### config.mk
export PLATFORM = sky130hd
export DESIGN_NAME = crs_col_gen
export DESIGN_NICKNAME = d
export VERILOG_FILES = /design/src/rtl/crs_col_pkg.sv /design/src/rtl/rx100_activity.sv /design/src/rtl/sqe_timer.sv /design/src/rtl/mode_hold.sv /design/src/rtl/crs_col_gen.sv
export SDC_FILE = /design/constraint.sdc
export NUM_CORES = 1
export LEC_CHECK = 0
export ABC_AREA = 1
export CAP_MARGIN = 15
export CELL_PAD_IN_SITES_DETAIL_PLACEMENT = 0
export CELL_PAD_IN_SITES_GLOBAL_PLACEMENT = 1
export CORE_MARGIN = 5
export CORE_UTILIZATION = 45
export CTS_BUF_LIST = sky130_fd_sc_hd__clkbuf_8
export DETAILED_ROUTE_END_ITERATION = 16
export PLACE_DENSITY_LB_ADDON = 0.1
export REMOVE_ABC_BUFFERS = 1
export SYNTH_ARGS = -nofsm -noshare
export SYNTH_HDL_FRONTEND = slang
export SYNTH_SLANG_ARGS = --single-unit
### constraint.sdc
create_clock -name clk -period 3.42 [get_ports clk]
set_input_delay 0.684 -clock clk [delete_from_list [all_inputs] [get_ports clk]]
set_output_delay 0.684 -clock clk [all_outputs]
set_load 0.05 [all_outputs]
### src/rtl/crs_col_pkg.sv
package crs_col_pkg;

  typedef struct packed {
    logic spd100;
    logic fdx;
    logic rptr;
  } mode_t;

  typedef enum logic [1:0] {
    SQE_IDLE  = 2'd0,
    SQE_WAIT  = 2'd1,
    SQE_PULSE = 2'd2
  } sqe_state_t;

endpackage

### src/rtl/rx100_activity.sv
module rx100_activity #(
  parameter int WIN_BITS  = 10,
  parameter int IDLE_ONES = 10
) (
  input  logic clk,
  input  logic rst,
  input  logic bit_vld,
  input  logic bit_in,
  output logic active
);
  localparam int RUN_W = $clog2(IDLE_ONES + 1);
  localparam logic [RUN_W-1:0] RUN_LAST = RUN_W'(IDLE_ONES - 1);
  localparam logic [RUN_W-1:0] RUN_MAX  = RUN_W'(IDLE_ONES);

  logic [WIN_BITS-1:0] win_q;
  logic [WIN_BITS-1:0] win_nx;
  logic [RUN_W-1:0]    run_q;
  logic                spread_zeros;

  assign win_nx = {win_q[WIN_BITS-2:0], bit_in};

  // look for any pair of zeros with a gap of at least one bit
  always_comb begin
    spread_zeros = 1'b0;
    for (int i = 0; i < WIN_BITS - 2; i++) begin
      for (int j = i + 2; j < WIN_BITS; j++) begin
        spread_zeros = spread_zeros | (~win_nx[i] & ~win_nx[j]);
      end
    end
  end

  always_ff @(posedge clk) begin
    if (rst) begin
      win_q  <= '1;
      run_q  <= '0;
      active <= 1'b0;
    end else if (bit_vld) begin
      win_q <= win_nx;
      if (!bit_in)
        run_q <= '0;
      else if (run_q != RUN_MAX)
        run_q <= run_q + 1'b1;
      if (spread_zeros)
        active <= 1'b1;
      else if (bit_in && run_q == RUN_LAST)
        active <= 1'b0;
    end
  end


  act_start_on_zero_chk: assert property (@(posedge clk) disable iff (rst)
    $rose(active) |-> ($past(bit_vld) && !$past(bit_in)));


  act_hold_on_zero_chk: assert property (@(posedge clk) disable iff (rst)
    (active && bit_vld && !bit_in) |=> active);


  act_stable_no_strobe_chk: assert property (@(posedge clk) disable iff (rst)
    !bit_vld |=> $stable(active));

endmodule

### src/rtl/sqe_timer.sv
module sqe_timer
  import crs_col_pkg::*;
#(
  parameter int SQE_DELAY = 8,
  parameter int SQE_WIDTH = 5
) (
  input  logic clk,
  input  logic rst,
  input  logic tx_en,
  input  logic arm,
  output logic pulse,
  output logic busy
);
  localparam int CNT_MAX = (SQE_DELAY > SQE_WIDTH) ? SQE_DELAY : SQE_WIDTH;
  localparam int CNT_W   = $clog2(CNT_MAX + 1);
  localparam logic [CNT_W-1:0] DLY_LAST = CNT_W'(SQE_DELAY - 1);
  localparam logic [CNT_W-1:0] WID_LAST = CNT_W'(SQE_WIDTH - 1);

  sqe_state_t       st_q;
  logic [CNT_W-1:0] cnt_q;
  logic             tx_q;
  logic             tx_fall;

  assign tx_fall = tx_q & ~tx_en;

  always_ff @(posedge clk) begin
    if (rst) begin
      st_q  <= SQE_IDLE;
      cnt_q <= '0;
      tx_q  <= 1'b0;
    end else begin
      tx_q <= tx_en;
      if (tx_en) begin
        st_q  <= SQE_IDLE;
        cnt_q <= '0;
      end else if (tx_fall) begin
        st_q  <= arm ? SQE_WAIT : SQE_IDLE;
        cnt_q <= '0;
      end else begin
        case (st_q)
          SQE_WAIT: begin
            if (cnt_q == DLY_LAST) begin
              st_q  <= SQE_PULSE;
              cnt_q <= '0;
            end else begin
              cnt_q <= cnt_q + 1'b1;
            end
          end
          SQE_PULSE: begin
            if (cnt_q == WID_LAST) begin
              st_q  <= SQE_IDLE;
              cnt_q <= '0;
            end else begin
              cnt_q <= cnt_q + 1'b1;
            end
          end
          default: begin
            st_q  <= SQE_IDLE;
            cnt_q <= '0;
          end
        endcase
      end
    end
  end

  assign pulse = (st_q == SQE_PULSE);
  assign busy  = (st_q != SQE_IDLE);


  sqe_after_tx_chk: assert property (@(posedge clk) disable iff (rst)
    $rose(pulse) |-> (!tx_en && !$past(tx_en)));


  sqe_needs_arm_chk: assert property (@(posedge clk) disable iff (rst)
    (tx_fall && !arm) |=> !busy);

endmodule

### src/rtl/mode_hold.sv
module mode_hold
  import crs_col_pkg::*;
(
  input  logic  clk,
  input  logic  rst,
  input  logic  quiet,
  input  mode_t cfg_in,
  output mode_t mode_q
);
  always_ff @(posedge clk) begin
    if (rst || quiet)
      mode_q <= cfg_in;
  end


  mode_frozen_chk: assert property (@(posedge clk) disable iff (rst)
    !quiet |=> $stable(mode_q));

endmodule

### src/rtl/crs_col_gen.sv
module crs_col_gen
  import crs_col_pkg::*;
#(
  parameter int WIN_BITS  = 10,
  parameter int IDLE_ONES = 10,
  parameter int SQE_DELAY = 8,
  parameter int SQE_WIDTH = 5
) (
  input  logic clk,
  input  logic rst,
  input  logic tx_en,
  input  logic rx_bit_vld,
  input  logic rx_bit,
  input  logic rx_act_10m,
  input  logic cfg_speed_100,
  input  logic cfg_full_dup,
  input  logic cfg_repeater,
  input  logic cfg_sqe_inhibit,
  output logic crs,
  output logic col
);
  mode_t mode_cfg;
  mode_t mode_q;
  logic  act100;
  logic  rx_act;
  logic  line_quiet;
  logic  sqe_arm;
  logic  sqe_on;
  logic  sqe_busy;
  logic  crs_d;
  logic  col_d;

  assign mode_cfg = '{spd100: cfg_speed_100, fdx: cfg_full_dup, rptr: cfg_repeater};

  rx100_activity #(
    .WIN_BITS (WIN_BITS),
    .IDLE_ONES(IDLE_ONES)
  ) u_rx100 (
    .clk    (clk),
    .rst    (rst),
    .bit_vld(rx_bit_vld),
    .bit_in (rx_bit),
    .active (act100)
  );

  assign line_quiet = ~tx_en & ~act100 & ~rx_act_10m & ~sqe_busy;

  mode_hold u_mode (
    .clk   (clk),
    .rst   (rst),
    .quiet (line_quiet),
    .cfg_in(mode_cfg),
    .mode_q(mode_q)
  );

  assign sqe_arm = ~mode_q.spd100 & ~mode_q.fdx & ~cfg_sqe_inhibit;

  sqe_timer #(
    .SQE_DELAY(SQE_DELAY),
    .SQE_WIDTH(SQE_WIDTH)
  ) u_sqe (
    .clk  (clk),
    .rst  (rst),
    .tx_en(tx_en),
    .arm  (sqe_arm),
    .pulse(sqe_on),
    .busy (sqe_busy)
  );

  assign rx_act = mode_q.spd100 ? act100 : rx_act_10m;
  assign crs_d  = rx_act | (tx_en & ~mode_q.fdx & ~mode_q.rptr);
  assign col_d  = ~mode_q.fdx & ((rx_act & tx_en) | sqe_on);

  always_ff @(posedge clk) begin
    if (rst) begin
      crs <= 1'b0;
      col <= 1'b0;
    end else begin
      crs <= crs_d;
      col <= col_d;
    end
  end


  reset_quiet_chk: assert property (@(posedge clk)
    rst |=> (!crs && !col));


  half_tx_crs_chk: assert property (@(posedge clk) disable iff (rst)
    (tx_en && !mode_q.fdx && !mode_q.rptr) |=> crs);


  crs_rx_only_chk: assert property (@(posedge clk) disable iff (rst)
    ((mode_q.fdx || mode_q.rptr) && !rx_act) |=> !crs);


  col_on_overlap_chk: assert property (@(posedge clk) disable iff (rst)
    (tx_en && rx_act && !mode_q.fdx) |=> col);


  fdx_col_low_chk: assert property (@(posedge clk) disable iff (rst)
    mode_q.fdx |=> !col);

endmodule

==> flow_summary.rst, run 1 <==
.. list-table::
   :header-rows: 1

   * - Metric
     - Value
   * - Wire length reported by the detailed router
     - 2400 um
   * - RR Endpoint
     - u_mode.mode_q[2]
   * - DRT Pass-1 Iters
     - 4
   * - Critical path, cell by cell
     - clkdlybuf4s50_1, clkinv_1, o21ai_0
   * - Number of input and output port buffers inserted
     - 11
   * - Chip height
     - 62.4 um
   * - Leak pwr
     - 0.629 nW
   * - Total power density per cell area
     - 453 mW/mm^2
   * - Number of flops mapped to enable cells by yosys
     - 3
   * - Final routed DRC violation total
     - 0
   * - Final setup viols
     - 0
   * - Maximum fanout along the worst path
     - 11
   * - Antenna diode instance count
     - 0
   * - Number of vias per cell
     - 5.04
   * - Rel. slew slack
     - 66.1%
   * - Sum of net half-perimeters after detailed placement
     - 1880 um
   * - Number of setup buffers added after CTS
     - 0
   * - Fillers
     - 271
   * - Capture point of the worst path
     - u_mode.mode_q[2]
   * - Final clock skew
     - between 2 and 3 ps
   * - Avg WL per Cell
     - 11.9 um
   * - Sequential-to-total area share from yosys stat
     - about 45%
   * - Clock net sink count
     - 26
   * - Reg-to-reg startpoint
     - u_sqe.st_q[0]
   * - Worst setup SP type
     - primary input
   * - Maximum single-stage delay on the critical path
     - roughly 700 ps
   * - Layout cell share with drive strength beyond 1
     - 4.68%
   * - CTS max path bufs
     - 2
   * - Weighted congestion reported at the end of routability-driven placement
     - 0.717
   * - Buf+Inv Stages, Crit Path
     - 2
   * - Later-pin clock latency in the skew report
     - 260 ps
   * - Signed area change from the synthesized netlist to the final layout
     - 16.1%
   * - Highest achievable clock rate
     - 479 MHz
   * - Yosys synthesis warning count
     - 0
   * - Via count of the first global-routing pass
     - 984
   * - Number of DRC violations after detailed-routing iteration 0
     - 48
   * - Yosys cell types
     - 23
   * - Antenna violations before repair
     - 0
   * - Basic-gate share of the synthesized area counting and, or, nand and nor cells
     - 27.2%
   * - Fraction of the mapped netlist area in compound gates
     - 10.8%
   * - Adder-cell area share of the yosys netlist
     - 8.11%
   * - Endpoint type of the worst setup path
     - register
   * - Period utilization
     - 61.1%
   * - Total I/O pin count
     - 12
   * - Clock slew at the register clock pins of the worst setup and hold paths
     - 90 ps
   * - Worst hold path cell count
     - 2
   * - Outcome
     - completed
   * - Xor and xnor fraction of the mapped netlist area
     - 2.13%
   * - Wire length of the first global-routing pass
     - 4210 um
   * - Critical path launch point
     - rst
   * - Die area
     - around 0.004 mm^2
   * - Overall die width
     - 62.4 um
   * - H-tree levels
     - 1
   * - Worst-case reg-to-reg path depth
     - 4
   * - Hold_buf cts
     - 0
   * - Slowest stage cell on the critical path
     - sky130_fd_sc_hd__clkdlybuf4s50_1
   * - CTS tree
     - built
   * - Largest family of logic cells by synthesized area
     - simple AND/OR/NAND/NOR gates
   * - Post-route setup TNS
     - 0 ps
   * - Cell type group with the largest total delay on the critical path
     - buffers and inverters
   * - Effective utilization at floorplan
     - 46.0%
   * - Synthesized flop and latch total
     - 26
   * - Total routing usage reported by global routing
     - 13.0%
   * - WP depth
     - 3
   * - Number of nets in the finished design
     - 190
   * - Data arrival time at the worst-slack endpoint
     - around 2000 ps
   * - Via total after detailed routing
     - 1019
   * - Mux contribution to synthesized area
     - 0%
   * - Worst Tran Pin Value
     - 507 ps
   * - Unrepaired setup endpoints after global routing
     - no
   * - Final number of max-transition violations
     - 0
   * - Synth async-reset ratio
     - 0%
   * - Number of placement rows
     - 19
   * - Worst Path Class, Setup
     - primary input to register
   * - Clk root buf
     - sky130_fd_sc_hd__clkbuf_8
   * - Number of instances resized during post-cts repair
     - 0
   * - Post-synthesis instance total
     - 159
   * - GRT Residual Overflow
     - 0
   * - Maxcap violations
     - 0
   * - Hold crit path type
     - register to register
   * - Cell area after synthesis
     - 0.00123 mm^2
   * - Pin count of the biggest net entering global routing
     - 16
   * - Number of hold-slack violations in the final timing report
     - 0
   * - Syn Area/Cell
     - roughly 7.8 um^2
   * - Inserted Clock Buffers
     - 3
   * - Worst Path Required
     - ~3400 ps
   * - ANT nets after route
     - 0
   * - Core area
     - 0.00269 mm^2
   * - Worst voltage drop across the vdd grid
     - 0.000356 V
   * - Most instantiated flip-flop cell in the synthesis netlist
     - sky130_fd_sc_hd__dfxtp_1
   * - Power, Total
     - 0.650 mW
   * - FF-to-FF setup slack
     - 2090 ps
   * - Final min period
     - 2090 ps
==> layer usage <==
metal | GRT usage [%] | vias to the layer above | share of wire, %
met5 | 0 | - | 0
met4 | 3.45 | 0 | 0.42
met3 | 4.14 | 2 | 2.7
met2 | 20.3 | 11 | 48
met1 | 17.3 | 461 | 48
li1 | - | 545 | -
==> metrics by stage <==
stage	setup slack [ps]	utilization [%]	cells	area [um^2]	hold WS (ps)
floorplan	1980	-	156	1210	443
CTS	1330	53.4	202	1430	496
finish	1330	53.4	202	1430	494
global route	1230	53.4	202	1430	512
global placement	1130	50.7	198	1360	472
detailed placement	1040	50.7	198	1360	482
==> cell usage after synthesis, drive strengths merged (3+ instances only) <==
library cell  instances  area (um^2)
nor3                  5         25.0
inv                  16         60.1
ha                    8          100
nand3                15         75.1
buf                   3         21.3
a21oi                12         60.1
nand2                41          156
xor2                  3         26.3
o21ai                 7         35.0
dfxtp                23          460
nor2                 14         52.6
edfxtp                3         90.1
==> worst min-delay path by stage <==
stage	start	to	slack [ps]
2_1_floorplan	u_mode.mode_q[1]	col	440
3_3_place_gp	u_sqe.st_q[1]	u_sqe.st_q[1]	470
3_5_place_dp	u_rx100.win_q[8]	u_rx100.win_q[8]	480
4_1_cts	u_rx100.win_q[8]	u_rx100.win_q[8]	500
5_1_grt	u_mode.mode_q[1]	col	510
6_report	u_rx100.win_q[8]	u_rx100.win_q[8]	490
==> tightest hold or removal path, stage by stage (launching register included) <==
cell,delay [ps]
sky130_fd_sc_hd__dfxtp_1,330
sky130_fd_sc_hd__nand2_1,60
sky130_fd_sc_hd__nand3_1,50
==> cell type report <==
| type | count | area, um^2 | area share [%] |
|---|---|---|---|
| Multi-Input combinational cell | 112 | 596 | 41.5 |
| Sequential cell | 26 | 551 | 38.4 |
| Timing Repair Buffer | 11 | 110 | 7.68 |
| Inverter | 18 | 67.6 | 4.71 |
| Clock buffer | 3 | 41.3 | 2.88 |
| Tap cell | 31 | 38.8 | 2.71 |
| Clock inverter | 1 | 30.0 | 2.09 |
==> logic make-up (layout without fill, tap and decap cells) <==
| group | count (synthesis) | after routing |
|---|---|---|
| compound gates | 23 | 23 |
| fa+ha+maj | 8 | 8 |
| xor+xnor | 3 | 3 |
| buf+inv | 21 | 33 |
| simple gates | 78 | 78 |
| flops | 26 | 26 |
==> state kept, by name, indices dropped and copies added (netlist names) <==
signal          cells
u_sqe.tx_q          1
col                 1
u_rx100.run_q       4
u_rx100.win_q       9
u_mode.mode_q       3
u_sqe.st_q          2
u_rx100.active      1
crs                 1
u_sqe.cnt_q         4
==> where the power goes <==
group          internal [mW]  switching, mW
Sequential             0.323         0.0116
Clock                  0.156         0.0911
Combinational         0.0286         0.0393
Total                  0.508          0.142
==> placed cells by master, fill, tap and decap left out, types with 2 or more instances in the layout <==
| cell type | count |
|---|---|
| sky130_fd_sc_hd__nand2_1 | 40 |
| sky130_fd_sc_hd__clkinv_1 | 2 |
| sky130_fd_sc_hd__clkdlybuf4s50_1 | 11 |
| sky130_fd_sc_hd__xor2_1 | 3 |
| sky130_fd_sc_hd__nor2_1 | 14 |
| sky130_fd_sc_hd__ha_1 | 8 |
| sky130_fd_sc_hd__edfxtp_1 | 3 |
| sky130_fd_sc_hd__o21ai_0 | 6 |
| sky130_fd_sc_hd__dfxtp_1 | 23 |
| sky130_fd_sc_hd__nor3_1 | 5 |
| sky130_fd_sc_hd__o211ai_1 | 2 |
| sky130_fd_sc_hd__nand3_1 | 15 |
| sky130_fd_sc_hd__inv_1 | 15 |
| sky130_fd_sc_hd__clkbuf_8 | 3 |
| sky130_fd_sc_hd__a21oi_1 | 12 |
Note: power is estimated with default switching activity, not from simulation.
==> inputs of run 2 (changes only) <==
--- a/config.mk
+++ b/config.mk
@@ -10,7 +10,7 @@
 export CELL_PAD_IN_SITES_DETAIL_PLACEMENT = 0
 export CELL_PAD_IN_SITES_GLOBAL_PLACEMENT = 1
 export CORE_MARGIN = 5
-export CORE_UTILIZATION = 45
+export CORE_UTILIZATION = 39
 export CTS_BUF_LIST = sky130_fd_sc_hd__clkbuf_8
 export DETAILED_ROUTE_END_ITERATION = 16
 export PLACE_DENSITY_LB_ADDON = 0.1
==> constraint.sdc (replaced) <==
create_clock -name clk -period 1.9 [get_ports clk]
set_input_delay 0.38 -clock clk [delete_from_list [all_inputs] [get_ports clk]]
set_output_delay 0.38 -clock clk [all_outputs]
set_load 0.05 [all_outputs]
==> run 2 against run 1 <==
  * Die area rose by 13%
  * Register-to-register slack got worse by 1600 ps
  * Hold slack lost 5.1 ps
  * Critical path depth shrank 2
  * Sequential cell count unchanged
  * Non-clock buffer count rose by 3
  * Critical path type is now register to primary output
  * Clock-buffer cell count unchanged
  * Core utilization is 5.1 points lower
  * Wire length fell by 0.71%
  * Power rose by 84%
  * Final cell count grew 7.9%
  * Largest power group unchanged
  * Setup slack worse by 1200 ps
==> flow_summary.rst, run 2 (synthesis results as in run 1) <==
.. list-table::
   :header-rows: 1

   * - Metric
     - Value
   * - Outcome
     - completed (unchanged)
   * - Number of nets in the finished design
     - 193 (was 190)
   * - Number of input and output port buffers inserted
     - 11 (unchanged)
   * - Min-delay src
     - u_sqe.st_q[1] (was u_rx100.win_q[8])
   * - RR Endpoint
     - u_mode.mode_q[0] (was u_mode.mode_q[2])
   * - Worst Tran Pin Value
     - 494 ps (was 507 ps)
   * - Clock slew at the register clock pins of the worst setup and hold paths
     - 90 ps (about the same)
   * - Buf+Inv Stages, Crit Path
     - 1 (was 2)
   * - Total power density per cell area
     - 811 mW/mm^2 (was 453 mW/mm^2)
   * - Most common library cell in the layout ignoring fill and taps
     - sky130_fd_sc_hd__nand2_1 (unchanged)
   * - Final Instance Area
     - 0.00147 mm^2 (was 0.00143 mm^2)
   * - CTS tree
     - built (unchanged)
   * - Internal cell power
     - 0.919 mW (was 0.508 mW)
   * - Worst-case reg-to-reg path depth
     - 4 (unchanged)
   * - ANT nets after route
     - 0 (unchanged)
   * - Antenna diode instance count
     - 0 (unchanged)
   * - Worst setup SP type
     - register (was primary input)
   * - Number of instances resized during post-cts repair
     - 0 (unchanged)
   * - Number of hold-slack violations in the final timing report
     - 0 (unchanged)
   * - Total I/O pin count
     - 12 (unchanged)
   * - Pin count of the biggest net entering global routing
     - 16 (unchanged)
   * - Power, Total
     - 1.19 mW (was 0.650 mW)
   * - Sequential cell area in the final layout
     - 551 um^2 (unchanged)
   * - Chip height
     - 66.3 um (was 62.4 um)
   * - Avg WL per Cell
     - 10.9 um (was 11.9 um)
   * - Reg-to-reg startpoint
     - u_sqe.st_q[0] (unchanged)
   * - Hold crit path type
     - register to register (unchanged)
   * - Multi-input gate area
     - 596 um^2 (unchanged)
   * - Highest achievable clock rate
     - 564 MHz
   * - Period utilization
     - 93.4%
   * - Placed instance area
     - 0.00140 mm^2 (was 0.00136 mm^2)
   * - Fraction of the core area covered by cells at the end of the flow
     - 48.2% (was 53.4%)
   * - GRT Residual Overflow
     - 0 (unchanged)
   * - Final setup viols
     - 0 (unchanged)
   * - Maximum single-stage delay on the critical path
     - 800 ps (was 710 ps)
   * - Biggest register
     - u_rx100.win_q (unchanged)
   * - CTS max path bufs
     - 2 (unchanged)
   * - Endpoint type of the worst setup path
     - primary output (was register)
   * - Fillers
     - 316 (was 271)
   * - Switching share of power
     - 23.1% (was 21.9%)
   * - Worst Path Required
     - 1520 ps (was 3360 ps)
   * - Total routing usage reported by global routing
     - 12.5% (was 13.0%)
   * - Clock network power share
     - 39.1% (was 38.1%)
   * - Via count of the first global-routing pass
     - 965 (was 984)
   * - Data arrival time at the worst-slack endpoint
     - 1390 ps (was 2020 ps)
   * - Final routed DRC violation total
     - 0 (unchanged)
   * - Wire length of the first global-routing pass
     - 4260 um (was 4210 um)
   * - Worst Hold Path EP
     - u_sqe.st_q[1] (was u_rx100.win_q[8])
   * - Largest registers
     - u_rx100.win_q: 9 flops, u_rx100.run_q: 4 flops, u_sqe.cnt_q: 4 flops (unchanged)
   * - Post-route setup TNS
     - 0 ps (unchanged)
   * - Weighted congestion reported at the end of routability-driven placement
     - 0.821 (was 0.717)
   * - Sum of net half-perimeters after detailed placement
     - 1850 um (was 1880 um)
   * - Antenna violations before repair
     - 0 (unchanged)
   * - Worst hold path cell count
     - 2 (unchanged)
   * - Number of placement rows
     - 20 (was 19)
   * - Number of vias per cell
     - 4.67 (was 5.04)
   * - Clock net sink count
     - 26 (unchanged)
   * - Via total after detailed routing
     - 1019 (unchanged)
   * - Signed area change from the synthesized netlist to the final layout
     - 19.3% (was 16.1%)
   * - Overall die width
     - 66.3 um (was 62.4 um)
   * - H-tree levels
     - 1 (unchanged)
   * - FF-to-FF setup slack
     - 530 ps (was 2090 ps)
   * - Highest-count cells in the layout ignoring fill and taps
     - 40 x sky130_fd_sc_hd__nand2_1, 23 x sky130_fd_sc_hd__dfxtp_1, 15 x sky130_fd_sc_hd__inv_1, 15 x sky130_fd_sc_hd__nand3_1, 14 x sky130_fd_sc_hd__nor2_1 (unchanged)
   * - Critical path, cell by cell
     - clkdlybuf4s50_1 (was clkdlybuf4s50_1, clkinv_1, o21ai_0)
   * - Worst voltage drop across the vdd grid
     - 0.000351 V (was 0.000356 V)
   * - Cell type group with the largest total delay on the critical path
     - buffers and inverters (unchanged)
   * - Number of setup buffers added after CTS
     - 0 (unchanged)
   * - Total net switching power
     - 0.276 mW (was 0.142 mW)
   * - Rel. slew slack
     - 67.0% (was 66.1%)
   * - Effective utilization at floorplan
     - 40.5% (was 46.0%)
   * - Worst Path Class, Setup
     - register to primary output (was primary input to register)
   * - Final number of max-transition violations
     - 0 (unchanged)
   * - Later-pin clock latency in the skew report
     - 270 ps (was 260 ps)
   * - Layout cell share with drive strength beyond 1
     - 6.32% (was 4.68%)
   * - Maximum fanout along the worst path
     - 1 (was 11)
   * - Final clock skew
     - 2.91 ps (was 2.81 ps)
   * - Hold_buf cts
     - 0 (unchanged)
   * - Largest register FFs
     - 9 (unchanged)
   * - DRT Pass-1 Iters
     - 4 (unchanged)
   * - Slowest stage cell on the critical path
     - sky130_fd_sc_hd__clkdlybuf4s50_1 (unchanged)
   * - Unrepaired setup endpoints after global routing
     - no (unchanged)
   * - Final min period
     - approximately 1800 ps
   * - Number of DRC violations after detailed-routing iteration 0
     - 45 (was 48)
   * - Leak pwr
     - 0.644 nW (was 0.629 nW)
   * - Wire length reported by the detailed router
     - 2390 um (was 2400 um)
   * - Die area
     - 0.00439 mm^2 (was 0.00389 mm^2)
   * - Clk root buf
     - sky130_fd_sc_hd__clkbuf_8 (unchanged)
   * - Sequential cell fraction of total power
     - 50.3% (was 51.4%)
   * - Inserted Clock Buffers
     - 3 (unchanged)
   * - Combinational share of power
     - 10.5% (about the same)
   * - Maxcap violations
     - 0 (unchanged)
   * - Core area
     - 0.00305 mm^2 (was 0.00269 mm^2)
run 2: cell count changes in the layout (fill, tap and decap cells not counted):
cell                    delta
sky130_fd_sc_hd__buf_4     +3
run 2: per-stage QoR:
step	cells	worst slack [ps]	hold WS [ps]
final	218	126	489
after detailed placement	214	106	480
after floorplan	156	704	443
after global routing	218	50.2	511
after global placement	214	206	473
after CTS	218	115	494
run 2: worst min-delay path, delay by kind of cell, from the launching register on:
kind / cells / cell delay, ps
DFF: 1 / 330
and+or+nand+nor: 1 / 60
AOI/OAI and AO/OA: 1 / 50
run 2: routing by layer:
metal	vias up	share of wire, %	GRT usage, %	wire length (um)
met5	-	0	0	0
met4	0	1.8	5.33	42
met3	5	2.8	2.38	67
met2	14	47	20.6	1120
met1	455	48	15.8	1160
li1	545	-	-	-
run 2: area by class of cell:
type	instances	area share [%]
Sequential cell	26	37.4
Clock buffer	3	2.80
Inverter	18	4.59
Timing Repair Buffer	14	9.01
Tap cell	44	3.74
Multi-Input combinational cell	112	40.4
Clock inverter	1	2.04
run 2: power by group through the flow:
stage,logic (mW),clock network [mW],registers (mW)
2_1_floorplan,0.0664,0,0.618
3_3_place_gp,0.126,0,0.614
3_5_place_dp,0.127,0,0.614
4_1_cts,0.128,0.477,0.602
5_1_grt,0.143,0.501,0.606
6_report,0.126,0.468,0.601
run 2: how the worst max path moves through the flow:
stage / cells past startpoint / endpoint / slack, ps / startpoint
after floorplan: 4 / u_mode.mode_q[0] / 700 / u_sqe.st_q[0]
after global placement: 4 / u_mode.mode_q[1] / 210 / tx_en
after detailed placement: 4 / u_mode.mode_q[0] / 110 / tx_en
after CTS: 1 / crs / 120 / crs
after global routing: 1 / crs / 50 / crs
final: 1 / crs / 130 / crs
==> inputs of run 3 (changes only) <==
--- a/config.mk
+++ b/config.mk
@@ -9,7 +9,7 @@
 export CAP_MARGIN = 15
 export CELL_PAD_IN_SITES_DETAIL_PLACEMENT = 0
 export CELL_PAD_IN_SITES_GLOBAL_PLACEMENT = 1
-export CORE_MARGIN = 5
+export CORE_MARGIN = 10
 export CORE_UTILIZATION = 39
 export CTS_BUF_LIST = sky130_fd_sc_hd__clkbuf_8
 export DETAILED_ROUTE_END_ITERATION = 16
==> run 3 against run 2 <==
  * Global-route usage fell by 4.4 points
  * Hold slack lost 4.6 ps
  * Power is 12% lower
  * Via count rose by 1.7%
  * Sequential power about the same
  * Clock skew shrank 1.0 ps
  * Sequential share of layout area grew 0.29 points
  * Critical path type unchanged
  * Largest power group unchanged
==> flow_summary.rst, run 3 (synthesis results as in run 1) <==
.. list-table::
   :header-rows: 1

   * - Metric
     - Value
   * - Outcome
     - completed (unchanged)
   * - Maxcap violations
     - 0 (unchanged)
   * - Wire length on met2
     - 1060 um (was 1120 um)
   * - Clk root buf
     - sky130_fd_sc_hd__clkbuf_8 (unchanged)
   * - Via total after detailed routing
     - 1036 (was 1019)
   * - Most common library cell in the layout ignoring fill and taps
     - sky130_fd_sc_hd__nand2_1 (unchanged)
   * - Worst setup SP type
     - register (unchanged)
   * - Clock slew at the register clock pins of the worst setup and hold paths
     - 90 ps (about the same)
   * - Worst voltage drop across the vdd grid
     - 0.000415 V (was 0.000351 V)
   * - Sum of net half-perimeters after detailed placement
     - 1850 um (about the same)
   * - Clock net sink count
     - 26 (unchanged)
   * - Antenna violations before repair
     - 0 (unchanged)
   * - Final routed DRC violation total
     - 0 (unchanged)
   * - Metal3 WL
     - 98 um (was 67 um)
   * - Final min period
     - 1780 ps (was 1770 ps)
   * - H-tree levels
     - 1 (unchanged)
   * - Cell type group with the largest total delay on the critical path
     - buffers and inverters (unchanged)
   * - Core area
     - 0.00305 mm^2 (unchanged)
   * - Hold_buf cts
     - 0 (unchanged)
   * - Leak pwr
     - 0.641 nW (was 0.644 nW)
   * - Signed area change from the synthesized netlist to the final layout
     - 18.3% (was 19.3%)
   * - Hold WS
     - 485 ps (was 489 ps)
   * - Top routing layer used
     - met4 (unchanged)
   * - Biggest register
     - u_rx100.win_q (unchanged)
   * - Instance count after placement with tap cells included
     - 216 (was 214)
   * - Largest registers
     - u_rx100.win_q: 9 flops, u_rx100.run_q: 4 flops, u_sqe.cnt_q: 4 flops (unchanged)
   * - Unrepaired setup endpoints after global routing
     - no (unchanged)
   * - Fillers
     - 325 (was 316)
   * - Worst Path Required
     - 1520 ps (about the same)
   * - Worst Tran Pin Value
     - 512 ps (was 494 ps)
   * - Inserted Clock Buffers
     - 3 (unchanged)
   * - CTS max path bufs
     - 2 (unchanged)
   * - Number of setup buffers added after CTS
     - 0 (unchanged)
   * - Hold crit path type
     - register to register (unchanged)
   * - Worst Path Class, Setup
     - register to primary output (unchanged)
   * - Post-route setup TNS
     - 0 ps (unchanged)
   * - Layout cell share with drive strength beyond 1
     - 6.82% (was 6.32%)
   * - Rel. slew slack
     - 65.8% (was 67.0%)
   * - Highest-count cells in the layout ignoring fill and taps
     - 40 x sky130_fd_sc_hd__nand2_1, 23 x sky130_fd_sc_hd__dfxtp_1, 15 x sky130_fd_sc_hd__inv_1, 15 x sky130_fd_sc_hd__nand3_1, 14 x sky130_fd_sc_hd__nor2_1 (unchanged)
   * - Non-filler cells in the finished layout
     - 220 (was 218)
   * - Number of instances resized during post-cts repair
     - 0 (unchanged)
   * - Period utilization
     - 93.7% (was 93.4%)
   * - Highest achievable clock rate
     - 562 MHz (was 564 MHz)
   * - Critical path, cell by cell
     - clkdlybuf4s50_1 (unchanged)
   * - Largest register FFs
     - 9 (unchanged)
   * - Number of nets in the finished design
     - 195 (was 193)
   * - Endpoint type of the worst setup path
     - primary output (unchanged)
   * - Number of vias per cell
     - 4.71 (was 4.67)
   * - Overall die width
     - 76.3 um (was 66.3 um)
   * - Maximum fanout along the worst path
     - 1 (unchanged)
   * - Antenna diode instance count
     - 0 (unchanged)
   * - Number of placement rows
     - 20 (unchanged)
   * - M1 wire length
     - 1220 um (was 1160 um)
   * - Effective utilization at floorplan
     - 40.5% (unchanged)
   * - Wire length reported by the detailed router
     - 2390 um (about the same)
   * - Final setup viols
     - 0 (unchanged)
   * - Buf+Inv Stages, Crit Path
     - 1 (unchanged)
   * - Total routing usage reported by global routing
     - 8.12% (was 12.5%)
   * - Final number of max-transition violations
     - 0 (unchanged)
   * - Die area
     - 0.00582 mm^2 (was 0.00439 mm^2)
   * - Later-pin clock latency in the skew report
     - 270 ps (about the same)
   * - GRT Residual Overflow
     - 0 (unchanged)
   * - Maximum single-stage delay on the critical path
     - 810 ps (was 800 ps)
   * - ANT nets after route
     - 0 (unchanged)
   * - Number of input and output port buffers inserted
     - 11 (unchanged)
   * - Final clock skew
     - 1.91 ps (was 2.91 ps)
   * - Total I/O pin count
     - 12 (unchanged)
   * - CTS tree
     - built (unchanged)
   * - Wire length of the first global-routing pass
     - 4080 um (was 4260 um)
   * - Data arrival time at the worst-slack endpoint
     - 1400 ps (was 1390 ps)
   * - Pin count of the biggest net entering global routing
     - 15 (was 16)
   * - Number of hold-slack violations in the final timing report
     - 0 (unchanged)
   * - Weighted congestion reported at the end of routability-driven placement
     - 0.745 (was 0.821)
   * - Total power density per cell area
     - 721 mW/mm^2 (was 811 mW/mm^2)
   * - Chip height
     - 76.3 um (was 66.3 um)
   * - Via count of the first global-routing pass
     - 927 (was 965)
   * - DRT Pass-1 Iters
     - 4 (unchanged)
   * - Number of DRC violations after detailed-routing iteration 0
     - 52 (was 45)
   * - Slowest stage cell on the critical path
     - sky130_fd_sc_hd__clkdlybuf4s50_1 (unchanged)
   * - Avg WL per Cell
     - 10.9 um (about the same)
run 3: metal layers:
metal / vias to the layer above / track usage, %
met5: - / 0
met4: 0 / 2.23
met3: 2 / 2.83
met2: 9 / 13.0
met1: 472 / 10.0
li1: 553 / -
run 3: area by class of cell:
type,count,area (um^2),area share [%]
Sequential cell,26,551,37.7
Timing Repair Buffer,16,148,10.1
Clock inverter,1,3.75,0.257
Inverter,18,67.6,4.62
Clock buffer,3,41.3,2.83
Tap cell,44,55.1,3.77
Multi-Input combinational cell,112,596,40.8
run 3: where the power goes:
part / leakage (nW) / switching (mW) / internal [mW]
sequential: 0.218 / 0.0189 / 0.581
clock: 0.0231 / 0.179 / 0.145
combinational: 0.399 / 0.0722 / 0.0581
run 3: path summary, 6_finish.rpt:
path,from,endpoint,slack [ps],cells after the start
worst max-delay path,crs,crs,120,1
worst min-delay path,u_rx100.active,u_rx100.active,480,2
worst max register to register,u_sqe.st_q[0],u_mode.mode_q[0],500,4
worst min register to register,u_rx100.active,u_rx100.active,480,2
run 3: per-stage QoR:
step           util (%)  power, mW  worst slack (ps)  cell area (um^2)
3_3_place_gp       46.4      0.744               204              1420
3_5_place_dp       46.4      0.745              90.9              1420
4_1_cts            47.9       1.07               102              1460
6_report           47.9       1.05               120              1460
2_1_floorplan         -      0.684               704              1210
5_1_grt            47.9       1.11              79.2              1460
